### config.mk
export PLATFORM = sky130hd
export DESIGN_NAME = chan_seq_arb
export DESIGN_NICKNAME = d
export VERILOG_FILES = /design/src/rtl/chan_seq_arb.sv
export SDC_FILE = /design/constraint.sdc
export NUM_CORES = 1
export LEC_CHECK = 0
export ABC_AREA = 1
export BUFFER_PORTS_ARGS = -buffer_cell sky130_fd_sc_hd__buf_2
export CAP_MARGIN = 20
export CORE_AREA = 2 2 39 41
export CTS_CLUSTER_DIAMETER = 150
export CTS_CLUSTER_SIZE = 30
export DETAILED_ROUTE_END_ITERATION = 8
export DIE_AREA = 0 0 41 43
export REMOVE_ABC_BUFFERS = 1
export SYNTH_ARGS = -nofsm -noshare
export SYNTH_HDL_FRONTEND = slang
export SYNTH_SLANG_ARGS = --single-unit
export TNS_END_PERCENT = 20
### constraint.sdc
create_clock -name clk -period 1.2 [get_ports clk]
set_input_delay 0.12 -clock clk [delete_from_list [all_inputs] [get_ports clk]]
set_output_delay 0.12 -clock clk [all_outputs]
set_load 0.005 [all_outputs]
### src/rtl/chan_seq_arb.sv
module chan_seq_arb (
  input  logic       clk,
  input  logic       rst,
  input  logic       poll_req,
  input  logic       poll_done,
  input  logic       acc_done,
  input  logic       burst_req,
  input  logic       burst_last,
  input  logic       burst_done,
  output logic [1:0] pg_gnt,
  output logic [1:0] sg_gnt,
  output logic       pg_busy,
  output logic       sg_busy
);

  typedef enum logic [1:0] {PG_IDLE, PG_POLL, PG_HOLD} pg_t;
  typedef enum logic [1:0] {SG_IDLE, SG_ACC, SG_BURST, SG_LAST} sg_t;

  pg_t  pg_q;
  sg_t  sg_q;
  logic pend_q;

  logic want_poll, burst_go, acc_go, poll_ok, poll_go;

  assign want_poll = pend_q | poll_req;
  assign burst_go  = (sg_q == SG_IDLE) && burst_req && (pg_q != PG_POLL);
  assign acc_go    = (pg_q == PG_HOLD) && (sg_q == SG_IDLE) && !burst_go;
  assign poll_ok   = !((sg_q == SG_BURST) && !burst_last) && !burst_go;
  assign poll_go   = want_poll && poll_ok && ((pg_q == PG_IDLE) || acc_go);

  always_ff @(posedge clk) begin
    if (rst) begin
      pg_q   <= PG_IDLE;
      pend_q <= 1'b0;
    end else begin
      pend_q <= want_poll && !poll_go;
      if (poll_go)
        pg_q <= PG_POLL;
      else if (acc_go)
        pg_q <= PG_IDLE;
      else if ((pg_q == PG_POLL) && poll_done)
        pg_q <= PG_HOLD;
    end
  end

  always_ff @(posedge clk) begin
    if (rst)
      sg_q <= SG_IDLE;
    else begin
      case (sg_q)
        SG_IDLE:  if (burst_go) sg_q <= SG_BURST;
                  else if (acc_go) sg_q <= SG_ACC;
        SG_ACC:   if (acc_done) sg_q <= SG_IDLE;
        SG_BURST: if (burst_last) sg_q <= SG_LAST;
        default:  if (burst_done) sg_q <= SG_IDLE;
      endcase
    end
  end

  assign pg_gnt  = {pg_q == PG_HOLD, pg_q == PG_POLL};
  assign sg_gnt  = {(sg_q == SG_BURST) || (sg_q == SG_LAST), sg_q == SG_ACC};
  assign pg_busy = pg_q != PG_IDLE;
  assign sg_busy = sg_q != SG_IDLE;

endmodule

# --- Yosys cells after proc, flatten, opt, wreduce, memory -nomap -nowiden ---
# Cells that the tools add are included.
word_totals:
  mem_bits_rw: 0
  memories: 0
  in_bits: 8
  register_bits: 5
  latchBits: 0
  out_inout_bits: 6
  rom_bits: 0
classes:
  magnitude_cmp: 0
  n_reduce_logical: 24
  n_eq_ne: 9
  shift: 0
  mul: 0
  mux: 9
  div_mod_pow: 0
  bitwise: 1
  n_addsub: 0
op_table:
  columns: ["cell", "count"]
  rows:
  - ["1-bit logical AND", 10]
  - ["2-bit two-way mux", 5]
  - ["2-bit equality test, second input constant", 3]
  - ["2-bit one-hot mux with 3 select lines", 1]
  - ["2-bit by 1-bit equality test with 1-bit output, second input constant", 2]
  - ["1-bit zero test", 4]
  - ["2-bit zero test", 2]
  - ["2-bit != test, second input constant", 2]
  - ["4-bit AND reduction", 1]
  - ["2-bit nonzero test", 2]
  - ["4-bit nonzero test", 1]
  - ["1-bit two-way mux", 3]
  - ["3-bit != test, second input constant", 1]
  - ["3-bit nonzero test", 1]
  - ["3-bit OR reduction", 1]
  - ["1-bit logical OR", 2]
  - ["2-bit by 1-bit != test with 1-bit output, second input constant", 1]
  - ["1-bit OR", 1]

# --- Logic depth before layout (Yosys ltp) ---
logic_depth:
  depth_word: 9
  mapped_depth: 8
  mapped_depth_nobuf: 8

# --- Least setup slack after synthesis ---
# OpenSTA, ideal clock, no wires.
synth_path:
  path_kind: "register to register"
  from: "register sg_q[0]"
  to: "register sg_q[0]"
  setup_ps: 112
  path_buffers: 0
  arrival_time_ps: 814
  synth_period_minus_slack_ps: 925
  path_slack_ps: 275
  path_stages_with_launch: 8
  path_cell_list: "dfxtp_1 inv_1 nand3_1 inv_1 nor2_1 nand3_1 nand2_2 nor2_1"
synth_via:
  elab_chain_cells: 7
  word_cells_on_any_way: 15
  cone_classes: "eq/ne (5); mux (2); reduce/logical (8)"
synth_lines:
  columns: ["element", "line", "text"]
  rows:
  - ["start, declared", "20", "sg_t sg_q;"]
  - ["start signal, assigned", "48", "sg_q <= SG_IDLE;"]
  - ["start signal, assigned", "51", "SG_IDLE: if (burst_go) sg_q <= SG_BURST;"]
  - ["start signal, assigned", "52", "else if (acc_go) sg_q <= SG_ACC;"]
  - ["2-bit zero test", "26, 27, 50", null]
  - ["1-bit logical AND (2 in series)", "26", "assign burst_go = (sg_q == SG_IDLE) && burst_req && (pg_q != PG_POLL);"]
  - ["1-bit zero test", "27", "assign acc_go = (pg_q == PG_HOLD) && (sg_q == SG_IDLE) && !burst_go;"]
  - ["1-bit logical AND", "27", null]
  - ["3-bit != test (no source line)", null, null]
  - ["4-bit AND reduction (no source line)", null, null]
# Several ways; a longest one is shown, not always the timed one.
# A chain may end at the register's enable or synchronous reset.

# --- Worst setup path after layout ---
layout_path:
  from: "register sg_q[1]"
  to: "output port sg_busy"
layout_via:
  elab_chain_cells: 1
layout_lines:
  columns: ["element", "line", "text"]
  rows:
  - ["2-bit nonzero test", "63", "assign sg_busy = sg_q != SG_IDLE;"]
  - ["end, declared", "13", "output logic sg_busy"]
# No other way between the ends.

==> flow_metrics.py <==
metrics = {
    "status": {
        "status": "completed",
    },
    "timing": {
        "slew_viol_final": 0,
        "finalSetupViolCount": 0,
        "period_minus_slack_ns": 1.06,
        "tightest_slew_ns": 0.227,
        "hold_viol_final": 0,
        "fin_skew_ns": 0.00235,
        "period_share_pct": 88.4,
        "fmax_mhz": 942,
        "timing.slew.headroom_pct": 84.9,
        "rsz0062_at_grt": "false",
        "tns_ns": 0,
    },
    "floorplanning": {
        "die_x_um": 41,
        "fp.dieArea_um2": 1760,
        "fp.dieH_um": 43,
        "pin_count": 14,
        "start_util_pct": 22.4,
        "placementRows": 14,
        "core-area_um2": 1380,
    },
    "critical_path": {
        "crit_type": "flip-flop to output pin",
        "critPathBufInv": 2,
        "rr_worst_depth": 6,
        "cp_slowest_cell": "dfxtp_1",
        "critPathMaxStageDelay_ns": 0.36,
        "crit_path_start_kind": "flip-flop",
        "cp.required_ns": 1.08,
        "rr_startpoint": "sg_q[1]",
        "cpLargestDelayFamily": "flip-flops",
        "crit_path_max_fanout": 7,
        "crit_chain": "nor2_2 -> inv_2 -> buf_2",
        "endpoint_kind": "output pin",
        "arrival_ns": 0.94,
        "cp-startpoint": "sg_q[1]",
        "path_depth": 3,
    },
    "logic_synthesis": {
        "synth_area_um2": 310,
        "ys_types": 13,
        "yosys_warnings": 0,
        "yosysSeqAreaShare_pct": 32.3,
        "synthCells": 54,
        "syn-mean-instance-area_um2": 5.75,
        "synth_seq_cells": 5,
    },
    "global_route": {
        "grt_pass1_vias": 276,
        "grt_pass1_wl_um": 972,
        "overflow": 0,
        "grt_max_degree": 8,
        "gr-usage-all-layers_pct": 8.34,
        "antenna_found_initial": 0,
    },
    "cells_and_area": {
        "area_growth_pct": 34.7,
        "final.fill_count": 171,
        "nNetsFinal": 79,
        "finalNonFillerCells": 86,
        "antenna_cells": 0,
        "layout-drive-gt1-share_pct": 32.9,
    },
    "placed_design": {
        "gp_congestion": 0.697,
        "dpl.cell_count": 82,
        "io_buffers": 13,
        "place_hpwl_um": 495,
    },
    "detailed_routing": {
        "vias_per_cell": 3.81,
        "ant_nets": 0,
        "drt_iter0_markers": 2,
        "drcViolationCount": 0,
        "vias": 328,
        "wl_per_cell_um": 6.53,
        "dr.pass1.iters": 4,
        "totalWireLength_um": 562,
    },
    "clock_network": {
        "cts_max_path_buffers": 2,
        "postCtsSetupRepairBufs": 0,
        "clk_latency_ns": 0.24,
        "cts_resized": 0,
        "cts_sinks": 5,
        "cts.clk_slew.worst_paths_ns": 0.04,
        "cts-root-buf": "clkbuf_4",
        "ctsHoldBuffers": 0,
        "cts.htree.levels": 1,
        "cts_buffers": 3,
        "tritoncts": "yes",
    },
    "power": {
        "total_power_mw": 0.729,
        "swShare_pct": 36.8,
        "power_frac_comb_pct": 40.9,
        "seqPwrFrac_pct": 33.1,
        "peakVddDrop_mv": 0.477,
        "power.switching_mw": 0.268,
        "p_int_mw": 0.460,
        "p_leak_nw": 0.263,
        "p_clk_share_pct": 26.0,
        "powerDensity_nw_per_um2": 1740,
    },
    "hold_path": {
        "hold_path_class": "primary input to flip-flop",
        "hold_start": "rst",
        "whs_path_depth": 2,
    },
    "run": {
        "maxCapViolCount": 0,
    },
}
[layer usage]
metal	share of wire (%)	vias to the layer above	GRT usage (%)	wire, µm
li1	-	189	-	-
met1	44	134	9.68	247
met2	51	5	11.9	284
met3	5.3	0	4.71	30
met4	0	0	4.00	0
met5	0	-	0	0
[metrics by stage]
stage                     util (%)  worst slack (ns)  hold WS, ns  area, µm²
after floorplan                  -             0.265        0.187        307
after global placement        28.3             0.188        0.336        392
after detailed placement      28.3             0.165        0.340        392
after CTS                     30.2             0.116       0.0854        418
after global routing          30.2            0.0383       0.0869        418
final                         30.2             0.139       0.0910        418
[sequential cells by signal, summed over array words and instances, names as in the netlist]
| register | count |
|---|---|
| pg_q | 2 |
| sg_q | 2 |
| pend_q | 1 |
[power groups by stage]
stage	Sequential, mW	Combinational, mW	Clock (mW)
3_5_place_dp	0.245	0.304	0
5_1_grt	0.250	0.354	0.210
2_1_floorplan	0.240	0.211	0
3_3_place_gp	0.243	0.304	0
4_1_cts	0.242	0.306	0.200
6_report	0.241	0.298	0.189
[cell type report]
class	count	area [µm²]	area share (%)
multi-input combinational	33	150	35.9
tap	16	20.0	4.79
clock buffer	4	26.3	6.29
timing repair buffer	13	65.1	15.6
inverter	15	56.3	13.5
sequential	5	100	24.0
[cell usage in the layout, fill, tap and decap left out]
cell	Yosys	layout
inv_1	14	14
dfxtp_1	5	5
nand2_2	1	1
buf_2	0	13
a21oi_1	1	1
nor2_2	4	4
clkbuf_1	1	1
inv_2	1	1
nand2_1	12	12
clkbuf_4	0	3
nor2_1	7	7
nand3_1	4	4
nand4_1	1	1
or2_2	1	1
o21ai_0	2	2
[cell usage after synthesis]
cell	instances	area, µm²
or2_2	1	6.26
a21oi_1	1	5.00
nand2_1	12	45.0
inv_1	14	52.6
clkbuf_1	1	3.75
o21ai_0	2	10.0
nand3_1	4	20.0
inv_2	1	3.75
nand2_2	1	6.26
dfxtp_1	5	100
nor2_1	7	26.3
nand4_1	1	6.26
nor2_2	4	25.0
[logic make-up (layout without fill, tap and decap cells)]
kind of cell | count (synthesis) | after routing | share of synthesized area [%]
flip-flops | 5 | 5 | 32.3
AO/OA/AOI/OAI | 3 | 3 | 4.84
buffers and inverters | 16 | 32 | 19.4
AND/OR/NAND/NOR | 30 | 30 | 43.6
[worst paths after layout]
check            end  slack (ns)
max          sg_busy        0.14
min reg2reg  pg_q[0]        0.49
max reg2reg   pend_q        0.18
min           pend_q        0.09
(Power assumes the default switching activity.)
